--- src/rtl/flm_pkg.sv ---
package flm_pkg;

  typedef enum logic [1:0] {
    OP_NONE     = 2'b00,
    OP_LOCK     = 2'b01,
    OP_UNLOCK   = 2'b10,
    OP_LOCKDOWN = 2'b11
  } lk_op_e;

  typedef enum logic [1:0] {
    ST_OPEN   = 2'b00,
    ST_LOCKED = 2'b01,
    ST_RSVD   = 2'b10,
    ST_FROZEN = 2'b11
  } lk_state_e;

  // Effective state seen by the outside world.
  function automatic lk_state_e state_code(input logic lock, input logic mark,
                                           input logic wp_high);
    if (mark && !wp_high) return ST_FROZEN;
    else if (lock)        return ST_LOCKED;
    else                  return ST_OPEN;
  endfunction

  // A software unlock only succeeds when the mark is absent or the pin is high.
  function automatic logic unlock_allowed(input logic mark, input logic wp_high);
    return !mark || wp_high;
  endfunction

endpackage

--- src/rtl/flm_pin_tracker.sv ---
module flm_pin_tracker (
  input  logic clk,
  input  logic rst_n,
  input  logic wp_n,
  output logic wp_q,
  output logic wp_fall,
  output logic in_service,
  output logic read_pulse
);

  always_ff @(posedge clk) begin
    wp_q       <= wp_n;
    in_service <= rst_n;
    read_pulse <= rst_n & ~in_service;
  end

  // Falling edge of write-protect as seen at the coming clock edge.
  assign wp_fall = wp_q & ~wp_n;

  p_pulse_single_r2: assert property (@(posedge clk) disable iff (!rst_n)
    read_pulse |=> !read_pulse);

  p_pulse_on_exit_r2: assert property (@(posedge clk) disable iff (!rst_n)
    $rose(in_service) |-> read_pulse);

endmodule

--- src/rtl/flm_block_cell.sv ---
module flm_block_cell
  import flm_pkg::*;
(
  input  logic   clk,
  input  logic   rst_n,
  input  logic   wp_fall,
  input  logic   wp_high,
  input  logic   hit,
  input  lk_op_e op,
  output logic   lock_q,
  output logic   mark_q
);

  logic lock_d, mark_d;

  // Write-protect edge first, then the request.
  always_comb begin
    lock_d = lock_q | (wp_fall & mark_q);
    mark_d = mark_q;
    if (hit) begin
      case (op)
        OP_LOCK:     lock_d = 1'b1;
        OP_LOCKDOWN: begin
          lock_d = 1'b1;
          mark_d = 1'b1;
        end
        OP_UNLOCK:   if (unlock_allowed(mark_q, wp_high)) lock_d = 1'b0;
        default:     ;
      endcase
    end
  end

  always_ff @(posedge clk) begin
    if (!rst_n) begin
      lock_q <= 1'b1;
      mark_q <= 1'b0;
    end else begin
      lock_q <= lock_d;
      mark_q <= mark_d;
    end
  end

  p_mark_sticky_r11: assert property (@(posedge clk) disable iff (!rst_n)
    mark_q |=> mark_q);

  p_fall_relocks_r7: assert property (@(posedge clk) disable iff (!rst_n)
    (wp_fall && mark_q) |=> lock_q);

  p_unlock_refused_r5: assert property (@(posedge clk) disable iff (!rst_n)
    (hit && op == OP_UNLOCK && mark_q && !wp_high) |=> lock_q);

  p_lockdown_sets_r4: assert property (@(posedge clk) disable iff (!rst_n)
    (hit && op == OP_LOCKDOWN) |=> (lock_q && mark_q));

endmodule

--- src/rtl/flm_query_mux.sv ---
module flm_query_mux
  import flm_pkg::*;
#(
  parameter int NUM_BLOCKS = 12,
  parameter int IDX_W      = 4
) (
  input  logic                  clk,
  input  logic                  rst_n,
  input  logic [NUM_BLOCKS-1:0] lock_vec,
  input  logic [NUM_BLOCKS-1:0] mark_vec,
  input  logic                  wp_q,
  input  logic                  in_service,
  input  logic [IDX_W-1:0]      qry_idx,
  output logic [1:0]            qry_state,
  output logic                  qry_write_ok
);

  localparam logic [IDX_W:0] LIMIT = (IDX_W+1)'(NUM_BLOCKS);

  logic      in_range;
  logic      sel_lock, sel_mark;
  lk_state_e st;

  assign in_range = {1'b0, qry_idx} < LIMIT;

  always_comb begin
    sel_lock = 1'b1;
    sel_mark = 1'b0;
    for (int i = 0; i < NUM_BLOCKS; i++) begin
      if (qry_idx == IDX_W'(i)) begin
        sel_lock = lock_vec[i];
        sel_mark = mark_vec[i];
      end
    end
  end

  assign st           = in_range ? state_code(sel_lock, sel_mark, wp_q) : ST_LOCKED;
  assign qry_state    = st;
  assign qry_write_ok = in_range && !sel_lock && in_service;

  p_frozen_is_locked_r4: assert property (@(posedge clk) disable iff (!rst_n)
    (in_range && sel_mark && !wp_q) |-> sel_lock);

  p_no_rsvd_code_r8: assert property (@(posedge clk) disable iff (!rst_n)
    qry_state != ST_RSVD);

endmodule

--- src/rtl/flash_lock_manager.sv ---
module flash_lock_manager
  import flm_pkg::*;
#(
  parameter int NUM_BLOCKS = 12,
  parameter int IDX_W      = 4
) (
  input  logic             clk,
  input  logic             rst_pin_n,
  input  logic             wp_n,
  input  logic             req_valid,
  input  logic [1:0]       req_op,
  input  logic [IDX_W-1:0] req_idx,
  input  logic [IDX_W-1:0] qry_idx,
  output logic [1:0]       qry_state,
  output logic             qry_write_ok,
  output logic             read_mode_pulse,
  output logic             req_err
);

  localparam logic [IDX_W:0] LIMIT = (IDX_W+1)'(NUM_BLOCKS);

  lk_op_e                op;
  logic                  req_in_range;
  logic                  req_active;
  logic                  wp_q, wp_fall, in_service;
  logic [NUM_BLOCKS-1:0] hit;
  logic [NUM_BLOCKS-1:0] lock_vec, mark_vec;

  assign op           = lk_op_e'(req_op);
  assign req_in_range = {1'b0, req_idx} < LIMIT;
  assign req_active   = req_valid && (op != OP_NONE);

  flm_pin_tracker u_pins (
    .clk        (clk),
    .rst_n      (rst_pin_n),
    .wp_n       (wp_n),
    .wp_q       (wp_q),
    .wp_fall    (wp_fall),
    .in_service (in_service),
    .read_pulse (read_mode_pulse)
  );

  for (genvar g = 0; g < NUM_BLOCKS; g++) begin : g_cell
    assign hit[g] = req_active && req_in_range && (req_idx == IDX_W'(g));

    flm_block_cell u_cell (
      .clk     (clk),
      .rst_n   (rst_pin_n),
      .wp_fall (wp_fall),
      .wp_high (wp_n),
      .hit     (hit[g]),
      .op      (op),
      .lock_q  (lock_vec[g]),
      .mark_q  (mark_vec[g])
    );
  end

  flm_query_mux #(.NUM_BLOCKS(NUM_BLOCKS), .IDX_W(IDX_W)) u_query (
    .clk          (clk),
    .rst_n        (rst_pin_n),
    .lock_vec     (lock_vec),
    .mark_vec     (mark_vec),
    .wp_q         (wp_q),
    .in_service   (in_service),
    .qry_idx      (qry_idx),
    .qry_state    (qry_state),
    .qry_write_ok (qry_write_ok)
  );

  always_ff @(posedge clk) begin
    if (!rst_pin_n) req_err <= 1'b0;
    else            req_err <= req_active && !req_in_range;
  end

  p_err_on_bad_idx_r9: assert property (@(posedge clk) disable iff (!rst_pin_n)
    (req_active && !req_in_range) |=> req_err);

  p_hit_onehot_r3: assert property (@(posedge clk) disable iff (!rst_pin_n)
    $onehot0(hit));

  p_write_needs_open_r8: assert property (@(posedge clk) disable iff (!rst_pin_n)
    qry_write_ok |-> (qry_state == 2'b00));

endmodule

--- config.mk ---
export PLATFORM = sky130hd
export DESIGN_NAME = flash_lock_manager
export DESIGN_NICKNAME = d
export VERILOG_FILES = /design/src/rtl/flm_pkg.sv /design/src/rtl/flm_pin_tracker.sv /design/src/rtl/flm_block_cell.sv /design/src/rtl/flm_query_mux.sv /design/src/rtl/flash_lock_manager.sv
export SDC_FILE = /design/constraint.sdc
export NUM_CORES = 1
export LEC_CHECK = 0
export ABC_CLOCK_PERIOD_IN_PS = 1500
export BUFFER_PORTS_ARGS = -buffer_cell sky130_fd_sc_hd__buf_2
export CAP_MARGIN = 20
export CORE_MARGIN = 10
export CORE_UTILIZATION = 35
export CTS_CLUSTER_DIAMETER = 100
export CTS_CLUSTER_SIZE = 8
export DETAILED_ROUTE_END_ITERATION = 16
export GPL_TIMING_DRIVEN = 0
export HOLD_SLACK_MARGIN = 0.03
export PLACE_DENSITY_LB_ADDON = 0.3
export SLEW_MARGIN = 15
export SYNTH_ARGS = -nofsm -noshare
export SYNTH_HDL_FRONTEND = slang
export SYNTH_SLANG_ARGS = --single-unit
--- constraint.sdc ---
create_clock -name clk -period 1.5 [get_ports clk]
set_input_delay 0.15 -clock clk [delete_from_list [all_inputs] [get_ports clk]]
set_output_delay 0.15 -clock clk [all_outputs]
set_load 0.01 [all_outputs]
==> impl_metrics.ini <==
[yosys]
ys_ff_latch = 28
synthFlopType = dfxtp_1
ys_types = 42
syn_area_mm2 = 0.00145
ys_warn_count = 0
synth.top_cells.by_count = dfxtp_1, o2111ai_1, o211ai_1, o21ai_0
yosysTopAreaCell = dfxtp_1
synth_top_area_frac = 0.386
synth.area.top_cells = dfxtp_1, o2111ai_1, o211ai_1, o21a_1, o21ai_0
synth.avg_cell_area_um2 = 8.86
synth.most_common_cell = dfxtp_1
async_flop_share = 0
syn-instance-count = 164
yosysSeqAreaShare = 0.386
synth_edf_count = 0
synth_fp_nets = 178

[worst_setup_path]
worstPathArrival_ns = 1.64
r2r-start = u_pins.wp_q
r2r_slack_ns = 0.23
path_class = reg -> out
path_max_fanout = 2
crit_required_ns = 1.35
r2r-end = g_cell[7].u_cell.lock_q
critPathCaptureType = output port
startpoint_type = flip-flop
r2r_cells = 3

[min_path]
min_path_type = in -> reg
hold_end = req_err
whs_path_depth = 3
holdCritStartpoint = req_idx[2]

[cells_and_area]
drive_gt1_frac = 0.200
multi_input_area_um2 = 823
final_util = 0.426
antenna_cells = 0
seq_area_um2 = 564
syn2layout_area_growth_pct = 17.2
finalInstanceArea_mm2 = 0.00170
fillers = 415
nNetsFinal = 205

[routing]
drc = 0
wire_per_inst_um = 16.6
vias = 1343
antenna_left = 0
drt-initial-drc-count = 89
via_per_inst = 5.60
dr.pass1.iters = 4
routed_wl_um = 3980

[clock_network]
worst_skew_pair.late_latency_ns = 0.27
clkTransAtPathRegs_ns = 0.10
cts.sinks = 28
cts_tree = done
clockBufferDepth = 2
htree_levels = 1
cts-root-buf = clkbuf_8
numCtsBuffers = 3

[place]
port_buffers = 17
gp_congestion = 0.823
dp_slack_ns = -0.166
placed_area_mm2 = 0.00160
place_hpwl_um = 2960

[pwr]
vdd_drop_max_v = 0.000355
p_per_area_mw_per_mm2 = 832
leakagePower_nw = 0.596

[sta]
finClkSkew_ns = 0.00241
setup_tns_ns = -0.732
rsz0062_at_grt = true
hold_ws_ns = 0.154
final-setup-viol-count = 3
worst_pin_slew_ns = 0.511
timing.final.ws_setup_ns = -0.293
final_max_slew_viol_count = 0
fin_crit_ns = 1.79
slew_headroom = 0.657
fmax_mhz = 558
finalHoldViolCount = 0
final.period_utilization = 1.20

[run]
cap_violations = 0

[outcome]
violations = setup timing
status = complete, but fails checks

[global_routing]
grt_max_degree = 16
track_usage = 0.109
grt_pass1_wl_um = 6600
grt_pass1_vias = 1323
grt-ovfl-total = 0
antenna_found_initial = 0

[floorplan]
dieArea_mm2 = 0.00713
fp.dieW_um = 84.4
initial_utilization = 0.363
die_h_um = 84.4
io-pin-count = 19
coreArea_mm2 = 0.00400
placementRows = 23
registers in the layout, summed over array words and instances (netlist names):
register / count
u_pins.in_service: 1
u_pins.wp_q: 1
req_err: 1
g_cell.u_cell.lock_q: 12
u_pins.read_pulse: 1
g_cell.u_cell.mark_q: 12
layout by cell type, fill, tap and decap left out, types with 3 or more instances in the layout:
cell and n:
inv_1 3, o211ai_1 11, mux2i_1 3, a21oi_1 5
clkbuf_8 4, dfxtp_1 25, buf_4 4, o21ai_0 11
o21a_1 9, nand2_1 6, clkbuf_1 8, nor2_1 8
nand2b_1 5, nor2b_1 7, o2111ai_1 11, nand3_1 6
dfxtp_2 3, nor3_1 7, buf_2 17
cells by family (layout without fill, tap and decap cells):
family | Yosys count | in the layout | share of synthesized area
compound gates | 59 | 59 | 0.291
simple gates | 56 | 56 | 0.221
flops | 28 | 28 | 0.386
buf+inv | 15 | 41 | 0.0474
mux | 6 | 6 | 0.0543
worst max-delay path, cell delays in order (launching register included):
cell,delay (ns)
dfxtp_2,0.33
mux2_4,0.27
a221o_1,0.32
a31oi_1,0.20
nand4_1,0.10
buf_2,0.16
power breakdown:
group          internal [mW]  switching [mW]  leakage, nW
clock                  0.235           0.236       0.0288
sequential             0.754         0.00814        0.228
combinational         0.0697           0.115        0.339
total                   1.06           0.358        0.596
layer usage:
metal  up-vias  global-route usage  routed length, um  part of all wire
met5         -                   0                  0                 0
met4         0              0.0554                 79             0.020
met3         6              0.0300                290             0.073
met2        41               0.149               1620              0.41
met1       612               0.152               1990              0.50
li1        684                   -                  -                 -
final cells by class:
type | instances | area share
flip-flops and latches | 28 | 0.331
well taps | 50 | 0.0367
multi-input cells | 121 | 0.483
inverters | 3 | 0.00661
clock buffers | 4 | 0.0323
repair buffers | 22 | 0.0749
plain buffers | 12 | 0.0345
worst max path at each step:
stage	start	end	depth (start not counted)
after CTS	g_cell[0].u_cell.mark_q	qry_state[0]	5
after global routing	g_cell[0].u_cell.mark_q	qry_state[0]	5
after floorplan	g_cell[1].u_cell.mark_q	qry_state[0]	4
final	g_cell[0].u_cell.mark_q	qry_state[0]	5
after global placement	qry_idx[0]	qry_state[0]	6
after detailed placement	qry_idx[0]	qry_state[0]	6
metrics by stage:
| stage | std cells | power (mW) |
|---|---|---|
| floorplan | 164 | 0.886 |
| global placement | 231 | 0.957 |
| detailed placement | 231 | 0.956 |
| CTS | 240 | 1.42 |
| global route | 240 | 1.48 |
| finish | 240 | 1.42 |
what timing repair did:
item	CTS	global route
endpoints found under the hold margin	2	0
cloned	0	0
gates resized for setup	5	2
buffers inserted	3	0
endpoints found under the setup margin	3	10
pin swaps	6	2
hold buffers	2	0
(Power assumes the default switching activity.)
